## src/rtl/sp_pkg.sv

```systemverilog
package sp_pkg;

   typedef enum logic [1:0] {
      BURST_NONE     = 2'd0,
      BURST_STRIDE   = 2'd1,
      BURST_NEXTLINE = 2'd2
   } burst_kind_e;

   function automatic int unsigned width_min1(input int unsigned n);
      return (n < 2) ? 1 : $clog2(n);
   endfunction

endpackage

```

## src/rtl/sp_stride_detect.sv

```systemverilog
module sp_stride_detect
   import sp_pkg::*;
#(
   parameter int ADDR_W         = 32,
   parameter int LINE_BYTES     = 64,
   parameter int CONFIRM_DELTAS = 2,
   parameter int SKIP           = 0
) (
   input  logic              clk,
   input  logic              rst_n,
   input  logic              obs_valid,
   input  logic [ADDR_W-1:0] obs_addr,
   output burst_kind_e       go_kind,
   output logic [ADDR_W-1:0] go_first,
   output logic [ADDR_W-1:0] go_step,
   output logic              locked
);
   localparam int OFF_W   = $clog2(LINE_BYTES);
   localparam int AGREE_W = width_min1(CONFIRM_DELTAS + 1);
   localparam logic [AGREE_W-1:0] AGREE_MAX = AGREE_W'(CONFIRM_DELTAS);
   localparam logic [ADDR_W-1:0]  LEAD_MUL  = ADDR_W'(SKIP + 1);
   localparam logic [ADDR_W-1:0]  LINE_STEP = ADDR_W'(LINE_BYTES);

   logic               have_last_q;
   logic [ADDR_W-1:0]  last_q;
   logic [ADDR_W-1:0]  stride_q;
   logic [AGREE_W-1:0] agree_q;

   logic [ADDR_W-1:0]  delta;
   logic               nonzero;
   logic               same;
   logic [AGREE_W-1:0] agree_n;
   logic               lock_n;
   logic [ADDR_W-1:0]  line_base;

   always_comb begin
      delta     = obs_addr - last_q;
      nonzero   = have_last_q && (delta != '0);
      same      = nonzero && (delta == stride_q);
      line_base = {obs_addr[ADDR_W-1:OFF_W], {OFF_W{1'b0}}};
      if (same)
         agree_n = (agree_q >= AGREE_MAX) ? AGREE_MAX : agree_q + AGREE_W'(1);
      else if (nonzero)
         agree_n = AGREE_W'(1);
      else
         agree_n = '0;
      lock_n = (agree_n >= AGREE_MAX);

      go_kind  = BURST_NONE;
      go_first = '0;
      go_step  = '0;
      if (lock_n) begin
         go_kind  = BURST_STRIDE;
         go_step  = delta;
         go_first = obs_addr + LEAD_MUL * delta;
      end else if (nonzero && (delta == LINE_STEP)) begin
         go_kind  = BURST_NEXTLINE;
         go_step  = LINE_STEP;
         go_first = line_base + LEAD_MUL * LINE_STEP;
      end
   end

   always_ff @(posedge clk or negedge rst_n) begin
      if (!rst_n) begin
         have_last_q <= 1'b0;
         last_q      <= '0;
         stride_q    <= '0;
         agree_q     <= '0;
      end else if (obs_valid) begin
         have_last_q <= 1'b1;
         last_q      <= obs_addr;
         stride_q    <= nonzero ? delta : '0;
         agree_q     <= agree_n;
      end
   end

   assign locked = (agree_q >= AGREE_MAX);

endmodule

```

## src/rtl/sp_burst_seq.sv

```systemverilog
module sp_burst_seq
   import sp_pkg::*;
#(
   parameter int ADDR_W = 32,
   parameter int DEGREE = 3
) (
   input  logic              clk,
   input  logic              rst_n,
   input  logic              load,
   input  burst_kind_e       load_kind,
   input  logic [ADDR_W-1:0] load_first,
   input  logic [ADDR_W-1:0] load_step,
   output logic              req_valid,
   input  logic              req_ready,
   output logic [ADDR_W-1:0] req_addr,
   output logic              fire
);
   localparam int CW = width_min1(DEGREE + 1);

   logic [CW-1:0]     remain_q;
   logic [ADDR_W-1:0] cur_q;
   logic [ADDR_W-1:0] step_q;
   logic [CW-1:0]     load_cnt;

   always_comb begin
      unique case (load_kind)
         BURST_STRIDE:   load_cnt = CW'(DEGREE);
         BURST_NEXTLINE: load_cnt = CW'(1);
         default:        load_cnt = '0;
      endcase
   end

   assign req_valid = (remain_q != '0);
   assign req_addr  = cur_q;
   assign fire      = req_valid && req_ready;

   always_ff @(posedge clk or negedge rst_n) begin
      if (!rst_n) begin
         remain_q <= '0;
         cur_q    <= '0;
         step_q   <= '0;
      end else if (load) begin
         remain_q <= load_cnt;
         cur_q    <= load_first;
         step_q   <= load_step;
      end else if (fire) begin
         remain_q <= remain_q - CW'(1);
         cur_q    <= cur_q + step_q;
      end
   end

endmodule

```

## src/rtl/sp_use_track.sv

```systemverilog
module sp_use_track
   import sp_pkg::*;
#(
   parameter int ADDR_W     = 32,
   parameter int LINE_BYTES = 64,
   parameter int HIST_DEPTH = 8,
   parameter int CNT_W      = 16
) (
   input  logic              clk,
   input  logic              rst_n,
   input  logic              fire,
   input  logic [ADDR_W-1:0] fire_addr,
   input  logic              dem_valid,
   input  logic [ADDR_W-1:0] dem_addr,
   output logic [CNT_W-1:0]  issued_cnt,
   output logic [CNT_W-1:0]  useful_cnt
);
   localparam int OFF_W  = $clog2(LINE_BYTES);
   localparam int LINE_W = ADDR_W - OFF_W;
   localparam int PW     = width_min1(HIST_DEPTH);
   localparam logic [PW-1:0] LAST_SLOT = PW'(HIST_DEPTH - 1);

   logic [LINE_W-1:0]     line_q [HIST_DEPTH];
   logic [HIST_DEPTH-1:0] vld_q;
   logic [HIST_DEPTH-1:0] vld_n;
   logic [HIST_DEPTH-1:0] hit_vec;
   logic [PW-1:0]         wptr_q;
   logic [LINE_W-1:0]     dem_line;
   logic [LINE_W-1:0]     fire_line;

   assign dem_line  = dem_addr[ADDR_W-1:OFF_W];
   assign fire_line = fire_addr[ADDR_W-1:OFF_W];

   for (genvar i = 0; i < HIST_DEPTH; i++) begin : g_cmp
      assign hit_vec[i] = vld_q[i] && (line_q[i] == dem_line);
   end

   always_comb begin
      vld_n = vld_q;
      if (dem_valid) vld_n = vld_n & ~hit_vec;
      if (fire)      vld_n[wptr_q] = 1'b1;
   end

   always_ff @(posedge clk or negedge rst_n) begin
      if (!rst_n) begin
         vld_q      <= '0;
         wptr_q     <= '0;
         issued_cnt <= '0;
         useful_cnt <= '0;
         for (int i = 0; i < HIST_DEPTH; i++) line_q[i] <= '0;
      end else begin
         vld_q <= vld_n;
         if (fire) begin
            line_q[wptr_q] <= fire_line;
            wptr_q         <= (wptr_q == LAST_SLOT) ? '0 : wptr_q + PW'(1);
            issued_cnt     <= issued_cnt + CNT_W'(1);
         end
         if (dem_valid && (hit_vec != '0))
            useful_cnt <= useful_cnt + CNT_W'(1);
      end
   end

endmodule

```

## src/rtl/stride_prefetcher.sv

```systemverilog
module stride_prefetcher
   import sp_pkg::*;
#(
   parameter int ADDR_W          = 32,
   parameter int LINE_BYTES      = 64,
   parameter int DEGREE          = 3,
   parameter int CONFIRM_DELTAS  = 2,
   parameter int EXTRA_OFFSET    = 0,
   parameter bit TIMELY_LEAD     = 1'b0,
   parameter int MISS_LATENCY    = 60,
   parameter int CYCLES_PER_LINE = 4,
   parameter int HIST_DEPTH      = 8,
   parameter int CNT_W           = 16
) (
   input  logic              clk,
   input  logic              rst_n,
   input  logic              dem_valid,
   input  logic [ADDR_W-1:0] dem_addr,
   output logic              pf_valid,
   input  logic              pf_ready,
   output logic [ADDR_W-1:0] pf_addr,
   output logic              stride_locked,
   output logic [CNT_W-1:0]  pf_issued,
   output logic [CNT_W-1:0]  pf_useful
);
   localparam int LEAD_LINES = (MISS_LATENCY + CYCLES_PER_LINE - 1) / CYCLES_PER_LINE;
   localparam int TIMED_SKIP = (LEAD_LINES > DEGREE) ? (LEAD_LINES - DEGREE) : 0;
   localparam int SKIP       = EXTRA_OFFSET + (TIMELY_LEAD ? TIMED_SKIP : 0);

   if (LINE_BYTES < 2 || (LINE_BYTES & (LINE_BYTES - 1)) != 0) begin : g_bad_line
      $error("LINE_BYTES must be a power of two, at least 2");
   end
   if (ADDR_W <= $clog2(LINE_BYTES)) begin : g_bad_addr
      $error("ADDR_W must exceed the line offset width");
   end
   if (DEGREE < 1 || CONFIRM_DELTAS < 1 || HIST_DEPTH < 1) begin : g_bad_count
      $error("DEGREE, CONFIRM_DELTAS and HIST_DEPTH must be at least 1");
   end
   if (CYCLES_PER_LINE < 1 || EXTRA_OFFSET < 0 || CNT_W < 1) begin : g_bad_timing
      $error("CYCLES_PER_LINE and CNT_W must be positive, EXTRA_OFFSET non-negative");
   end

   burst_kind_e       go_kind;
   logic [ADDR_W-1:0] go_first;
   logic [ADDR_W-1:0] go_step;
   logic              fire;

   sp_stride_detect #(
      .ADDR_W(ADDR_W), .LINE_BYTES(LINE_BYTES),
      .CONFIRM_DELTAS(CONFIRM_DELTAS), .SKIP(SKIP)
   ) u_detect (
      .clk(clk), .rst_n(rst_n),
      .obs_valid(dem_valid), .obs_addr(dem_addr),
      .go_kind(go_kind), .go_first(go_first), .go_step(go_step),
      .locked(stride_locked)
   );

   sp_burst_seq #(
      .ADDR_W(ADDR_W), .DEGREE(DEGREE)
   ) u_seq (
      .clk(clk), .rst_n(rst_n),
      .load(dem_valid), .load_kind(go_kind),
      .load_first(go_first), .load_step(go_step),
      .req_valid(pf_valid), .req_ready(pf_ready), .req_addr(pf_addr),
      .fire(fire)
   );

   sp_use_track #(
      .ADDR_W(ADDR_W), .LINE_BYTES(LINE_BYTES),
      .HIST_DEPTH(HIST_DEPTH), .CNT_W(CNT_W)
   ) u_track (
      .clk(clk), .rst_n(rst_n),
      .fire(fire), .fire_addr(pf_addr),
      .dem_valid(dem_valid), .dem_addr(dem_addr),
      .issued_cnt(pf_issued), .useful_cnt(pf_useful)
   );

endmodule

```

## config.mk

```make
export PLATFORM = sky130hd
export DESIGN_NAME = stride_prefetcher
export DESIGN_NICKNAME = d
export VERILOG_FILES = /design/src/rtl/sp_pkg.sv /design/src/rtl/sp_stride_detect.sv /design/src/rtl/sp_burst_seq.sv /design/src/rtl/sp_use_track.sv /design/src/rtl/stride_prefetcher.sv
export SDC_FILE = /design/constraint.sdc
export NUM_CORES = 1
export LEC_CHECK = 0
export BUFFER_PORTS_ARGS = -buffer_cell sky130_fd_sc_hd__buf_2
export CAP_MARGIN = 20
export CORE_ASPECT_RATIO = 0.6
export CORE_MARGIN = 2
export CORE_UTILIZATION = 45
export DETAILED_ROUTE_END_ITERATION = 8
export SYNTH_ARGS = -nofsm -noshare
export SYNTH_HDL_FRONTEND = slang
export SYNTH_SLANG_ARGS = --single-unit
```

## constraint.sdc

```tcl
create_clock -name clk -period 4.6 [get_ports clk]
set_input_delay 1.38 -clock clk [delete_from_list [all_inputs] [get_ports clk]]
set_output_delay 1.38 -clock clk [all_outputs]
set_load 0.02 [all_outputs]
```

==> results.txt, run 1 <==
Run status = finished, violations left
Violated checks = setup timing
CP max FO = 4
Normalized max-slew margin = 0.347
Share of the synthesized area in the top cell type = 0.387
Largest net degree at the start of global routing = 122
Count of nets after finishing = 3277
Antenna violations before repair = 1
Number of vias per cell = 6.00
Io pins = 102
Slew Viols, Final = 0
Async SR Flop Fraction = 1.00
Mean instance size in the synthesized netlist = 9.76 sq um
Cell with the largest stage delay on the worst path = o31a_1
Final ANT Viol Nets = 0
Number of flip-flops and latches in the synthesized netlist = 384
Number of buffers between clock root and the deepest sink = 3
Source-to-sink clock delay at the later pin of the worst-skew pair = 0.56 ns
Worst Hold Class = flop to flop
Global routing usage summed across all routing layers = 0.329
Overflow left after global routing = 0
Clock edge transition at the registers on the reported setup and hold paths = 0.07 ns
Total nets after synthesis = 2687
Clock Sink Count = 384
Area growth from synthesis to layout = 36.3%
Achievable frequency = 0.194 GHz
Setup repair after global routing missed its margin = true
DR WL/cell = 24.7 um
# port buffers = 101
Pwr per Cell Area = 391 mW/mm^2
TritonCTS buffer count = 41
Vias = 23.3k
Wire length of the first global-routing pass = 141000 um
Kind of critical path = input pin to flop
Critical Path AT = 5.66 ns
Post-synthesis sequential area ratio = 0.387
Routed Wire Length = 95900 um
Warnings from Yosys = 0
DRT Pass-1 Iters = 8
Category of the worst setup path capture point = flop
Most frequent cell after synthesis = dfrtp_1
FP Rows = 66
Hold Slack = 0.464 ns
Synth Instances = 2544
# setup viols final = 85
Root buffer cell = clkbuf_16
Worst setup SP type = input pin
Starting Density = 0.457
Largest cells by area after synthesis = dfrtp_1, mux2_2, xor2_1
Synth unique cells = 91
Peak ir drop on the vdd network = 0.256 mV
Required arrival time at the worst endpoint = 5.10 ns
Primary FF master, synth = dfrtp_1
Vias in the first global route = 22.3k
Worst Max-Slew Pin Slew = 0.970 ns
TritonCTS clock tree = built
Leading area contributor after synthesis = dfrtp_1
Worst slack, placed = -1.51 ns
Fraction of layout cells with a size suffix above 1 = 0.393
Die outline height = 186 um
Cells along the critical path = buf_2 > ha_4 > o21a_1 > a21boi_4 > o31a_1 > buf_6 > o21ai_4 > and3_4 > or2_2 > inv_4 > ha_1 > a2111oi_4 > o21ai_2 > a31o_2 > a21oi_4 > a31oi_4 > nand4_1 > a41oi_2 > o21a_1 > or3_1 > a211oi_2 > or3_1
Area of the core = 0.0543 sq mm
Max-cap violations = 0
Clock Skew = 0.0183 ns
Total Die Area = 0.0571 sq mm
Synthesized area = 0.0248 sq mm
Final estimated routing congestion in global placement = 0.981
Number of flops mapped to enable cells by yosys = 0
Slowest Stage Delay on Critical Path = 0.40 ns
Time the final worst path needs with I/O delays and setup = 5.16 ns
Post-route setup slack = -0.563 ns
LEAKAGE = 15.7 nW
Detailed-route DRC error count = 0
Half-perimeter wire length after detailed placement = 69500 um
Leading post-synthesis cells by instance count = dfrtp_1, nand2_1, mux2_2
Share of the cycle needed by the critical path after routing = 1.12
Horizontal die dimension = 307 um
Initial drt markers = 2514
Number of failing hold endpoints at the final stage = 0
Htree depth = 2
==> flip-flops by register name, indices dropped and copies added, names as in the netlist <==
register	cells
u_detect.have_last_q	1
u_track.vld_q	8
u_track.wptr_q	3
u_track.line_q	208
u_detect.stride_q	32
u_seq.req_addr	32
u_seq.step_q	32
u_seq.remain_q	2
u_detect.last_q	32
u_detect.agree_q	2
u_track.useful_cnt	16
u_track.issued_cnt	16
==> timing repair <==
action	in CTS	in global routing
setup buffers	64	42
setup endpoints to repair	92	92
resized for setup	199	175
hold buffers	0	0
cloned	3	2
pin swaps	85	116
==> kinds of logic (layout without fill, tap and decap cells) <==
| group | after synthesis | count (layout) | synth area share |
|---|---|---|---|
| simple gates | 748 | 748 | 0.151 |
| compound gates | 520 | 520 | 0.144 |
| flops | 384 | 384 | 0.387 |
| xor+xnor | 355 | 355 | 0.130 |
| mux | 221 | 221 | 0.0997 |
| buf+inv | 209 | 827 | 0.0326 |
| fa+ha+maj | 107 | 107 | 0.0548 |
| other cells | 0 | 1 | 0 |
==> where the power goes <==
| part | internal (W) | switching, W | total [W] | leakage (nW) |
|---|---|---|---|---|
| Clock | 0.00192 | 0.00147 | 0.00339 | 0.644 |
| Sequential | 0.00386 | 0.000394 | 0.00425 | 5.10 |
| Combinational | 0.00264 | 0.00294 | 0.00558 | 9.94 |
| Total | 0.00841 | 0.00480 | 0.0132 | 15.7 |
==> worst max-delay path: cells and delay by family <==
family / cells / cell delay (ns)
AOI/OAI and AO/OA: 12 / 2.50
adders and majority gates: 2 / 0.50
buffers and inverters: 3 / 0.34
and+or+nand+nor: 5 / 0.94
==> per-stage QoR <==
step                      setup TNS (ns)  std cells  instance area (sq um)  utilization  total power (W)
after global routing              -26.08       3876                  33800        0.623           0.0138
after CTS                         -12.62       3846                  32700        0.602           0.0128
after floorplan                    -4.24       2544                  25200            -          0.00688
after global placement            -85.81       3728                  30000        0.552          0.00895
final                             -17.83       3877                  33800        0.623           0.0132
after detailed placement          -87.21       3728                  30000        0.552          0.00904
==> final timing paths <==
kind | from | endpoint | slack, ns | cells past startpoint
max | dem_addr[2] | u_seq.req_addr[31]$_DFFE_PN0P_ | -0.56 | 22
min | u_track.issued_cnt[15]$_DFFE_PN0P_ | u_track.issued_cnt[15]$_DFFE_PN0P_ | 0.46 | 1
max reg2reg | u_detect.last_q[0]$_DFFE_PN0P_ | u_seq.req_addr[31]$_DFFE_PN0P_ | -0.06 | 22
min reg2reg | u_track.issued_cnt[15]$_DFFE_PN0P_ | u_track.issued_cnt[15]$_DFFE_PN0P_ | 0.46 | 1
max in group asynchronous | rst_n | u_track.line_q[69]$_DFFE_PN0P_ | 2.84 | 2
min in group asynchronous | rst_n | u_detect.last_q[3]$_DFFE_PN0P_ | 0.83 | 1
==> final cells by class <==
cell class / count / area (sq um)
Fill cell: 4494 / 20500
Multi-Input combinational cell: 1951 / 16400
Sequential cell: 384 / 9610
Timing Repair Buffer: 677 / 5300
Clock buffer: 56 / 1150
Tap cell: 714 / 893
Inverter: 79 / 303
Clock inverter: 15 / 165
Antenna cell: 1 / 2.50
==> layout by cell type (no fill, tap or decap), types with 12 or more instances in the layout <==
cell       netlist  routed
xnor2_1        167     157
mux2_2         210     210
a21o_1          41      39
nand4_1         48      48
nand3_1         82      74
nand2_1        217     207
buf_6            0      39
and2_1          14      13
nor4_1          66      49
ha_4             0      19
a21oi_1        119      83
nor2b_1         19      17
clkbuf_16        0      42
o21ai_2          1      17
nand2b_1        20      18
nor3_2           2      19
o21a_1          17      17
dfrtp_1        384     384
o2bb2ai_1       38      25
inv_1           79      74
o21ai_0        108      78
o31ai_1         22      13
nor2_1         130     117
buf_12           0      15
o211ai_1        19      19
a21oi_4          1      12
and3_1          24      17
a21oi_2          1      26
nor3_1          54      35
ha_1           104      80
xor2_1         179     172
buf_4            1     515
buf_2           16      97
o21ai_1          4      13
==> routing by layer <==
metal / vias up / track usage / wire [um]
li1: 10400 / - / -
met1: 11700 / 0.506 / 45300
met2: 1095 / 0.448 / 37500
met3: 115 / 0.0963 / 11200
met4: 0 / 0.0681 / 1950
met5: - / 0 / 0
Note: power is estimated with default switching activity, not from simulation.
==> run 2, diff against run 1 <==
--- a/config.mk
+++ b/config.mk
@@ -11,6 +11,7 @@
 export CORE_MARGIN = 2
 export CORE_UTILIZATION = 45
 export DETAILED_ROUTE_END_ITERATION = 8
+export SETUP_SLACK_MARGIN = 0.2
 export SYNTH_ARGS = -nofsm -noshare
 export SYNTH_HDL_FRONTEND = slang
 export SYNTH_SLANG_ARGS = --single-unit
==> run 2 against run 1 <==
Compared with the run above: the flow still finishes with violations (setup timing); via count is 0.30% higher; final cell count grew 0.57%; combinational power increased by 1%; first-iteration DRC count up 11%; cell area is 0.89% higher; global-route usage is 0.74 points higher; largest cell class unchanged; largest power group unchanged; highest routed layer is now met5.
==> results.txt, run 2 (synthesized netlist as in run 1, its figures left out) <==
Run status = finished, violations left
Worst setup SP type = input pin
Time the final worst path needs with I/O delays and setup = 5.24 ns
Kind of critical path = input pin to flop
Worst Hold Class = flop to flop
LEAKAGE = 15.9 nW
Post-route setup slack = -0.644 ns
Required arrival time at the worst endpoint = 5.04 ns
Clock edge transition at the registers on the reported setup and hold paths = 0.06 ns
Share of the cycle needed by the critical path after routing = 1.14
DRT Pass-1 Iters = 6
Worst path bufs/invs = 5
Io pins = 102
Cell with the largest stage delay on the worst path = o211ai_1
Final ANT Viol Nets = 0
Register-to-Register Path Depth = 24
Largest net degree at the start of global routing = 94
P_int = 0.00849 W
Largest register by flop count = u_track.line_q
Worst r2r dst = u_seq.req_addr[31]$_DFFE_PN0P_
Worst Max-Slew Pin Slew = 0.973 ns
Wire length of the first global-routing pass = 144000 um
Area growth from synthesis to layout = 37.5%
# setup viols final = 92
Number of cells after detailed placement = 3740
Fraction of layout cells with a size suffix above 1 = 0.397
Clock Sink Count = 384
Endpoint, Worst Hold = u_track.useful_cnt[15]$_DFFE_PN0P_
Achievable frequency = 0.191 GHz
Slowest Stage Delay on Critical Path = 0.42 ns
Category of the worst setup path capture point = flop
TritonCTS clock tree = built
Most common cell type on the critical path = or3_1
TritonCTS buffer count = 41
Setup repair after global routing missed its margin = true
FP Rows = 66
Final estimated routing congestion in global placement = 0.960
Gate power share = 0.422
Number of buffers between clock root and the deepest sink = 3
Fraction of power consumed by sequential logic = 0.318
Final Non-Filler Cells = 3899
Vias in the first global route = 22.6k
Worst slack, placed = -1.51 ns
Horizontal die dimension = 307 um
Net switching fraction of the power = 0.366
Root buffer cell = clkbuf_16
Cell type group with the largest total delay on the critical path = compound AO/OA/AOI/OAI gates
Total Die Area = 0.0571 sq mm
Clk pwr share = 0.260
Starting Density = 0.457
Commonest non-fill, non-tap cells in the layout = buf_4, dfrtp_1, mux2_2, nand2_1, xor2_1
Critical Path AT = 5.68 ns
Antenna violations before repair = 2
Count of nets after finishing = 3298
Violated checks = setup timing
Htree depth = 2
Initial drt markers = 2780
Total chip power = 0.0134 W
Peak ir drop on the vdd network = 0.234 mV
Max-cap violations = 0
Slew Viols, Final = 0
Reg2reg start = u_detect.last_q[0]$_DFFE_PN0P_
Routed Wire Length = 96900 um
Area of the core = 0.0543 sq mm
Sw power = 0.00490 W
Commonest non-fill, non-tap cell in the layout = buf_4
Number of failing hold endpoints at the final stage = 0
Register-to-register setup slack = -0.16 ns
DR WL/cell = 24.8 um
Flip-flop count of the largest register after layout = 208
Number of vias per cell = 5.99
Pwr per Cell Area = 392 mW/mm^2
Clock Skew = 0.0180 ns
Half-perimeter wire length after detailed placement = 69800 um
Global routing usage summed across all routing layers = 0.336
Detailed-route DRC error count = 0
Normalized max-slew margin = 0.345
Vias = 23.3k
Die outline height = 186 um
CP max FO = 3
# port buffers = 101
Startpoint of the tightest hold check path = u_track.useful_cnt[15]$_DFFE_PN0P_
Overflow left after global routing = 0
Source-to-sink clock delay at the later pin of the worst-skew pair = 0.57 ns
Number of instances on the worst hold path = 1
==> run 2: changes by cell type in the layout (fill, tap and decap cells not counted), sizes merged <==
cell | previous run | this run
buf | 676 | 696
clkinv | 8 | 9
and3 | 24 | 25
clkbuf | 57 | 55
inv | 80 | 81
dlymetal6s2s | 0 | 1
clkinvlp | 3 | 2
bufinv | 3 | 4
==> run 2: worst max path at each step <==
stage	start	to	slack, ns	cells past startpoint
finish	dem_addr[0]	u_seq.req_addr[31]$_DFFE_PN0P_	-0.64	26
detailed placement	dem_addr[0]	u_seq.req_addr[31]$_DFFE_PN0P_	-1.51	24
global route	dem_addr[0]	u_seq.req_addr[31]$_DFFE_PN0P_	-0.81	26
floorplan	dem_addr[10]	u_seq.req_addr[31]$_DFFE_PN0P_	-0.87	19
global placement	dem_addr[0]	u_seq.req_addr[31]$_DFFE_PN0P_	-1.48	24
CTS	dem_addr[0]	u_seq.req_addr[31]$_DFFE_PN0P_	-0.54	22
==> run 2: cell type report <==
cell class,count,area [sq um]
antenna,1,2.50
clock buffer,55,1150
clock inverter,17,198
fill,4451,20200
inverter,79,312
multi-input combinational,1952,16500
sequential,384,9610
tap,714,893
timing repair buffer,697,5490
==> run 2: per-stage QoR <==
step           setup TNS [ns]  utilization  instance area (sq um)  hold slack (ns)
3_3_place_gp           -97.02        0.559                  30400            0.456
4_1_cts                -20.71        0.613                  33300            0.475
6_report               -36.29        0.628                  34100            0.470
5_1_grt                -44.98        0.628                  34100            0.499
3_5_place_dp           -95.44        0.559                  30400            0.461
2_1_floorplan           -4.21            -                  25600            0.446
==> run 2: power groups by stage <==
| stage | registers (W) | clock network [W] | logic (W) |
|---|---|---|---|
| floorplan | 0.00424 | 0 | 0.00269 |
| global placement | 0.00426 | 0 | 0.00475 |
| detailed placement | 0.00430 | 0 | 0.00482 |
| CTS | 0.00425 | 0.00350 | 0.00526 |
| global route | 0.00431 | 0.00366 | 0.00599 |
| finish | 0.00426 | 0.00348 | 0.00565 |
==> run 2: what timing repair did <==
item,4_1_cts,5_1_grt
setup endpoints to repair,92,92
cloned,3,0
hold buffers,0,0
buffers inserted,55,27
pin swaps,98,48
resized for setup,227,98
==> run 2: worst register-to-register path, delay by kind of cell (launching register included) <==
family	cells	cell delay [ns]
compound gates	9	1.48
simple gates	8	1.42
fa+ha+maj	3	0.81
flops	1	0.42
buf+inv	3	0.34
xor+xnor	1	0.16
==> run 2: routing by layer <==
| layer | routed length, um | global-route usage | up-vias |
|---|---|---|---|
| li1 | - | - | 10400 |
| met1 | 46100 | 0.519 | 11700 |
| met2 | 38800 | 0.469 | 1049 |
| met3 | 10100 | 0.0832 | 137 |
| met4 | 1830 | 0.0687 | 2 |
| met5 | 13 | 0 | - |
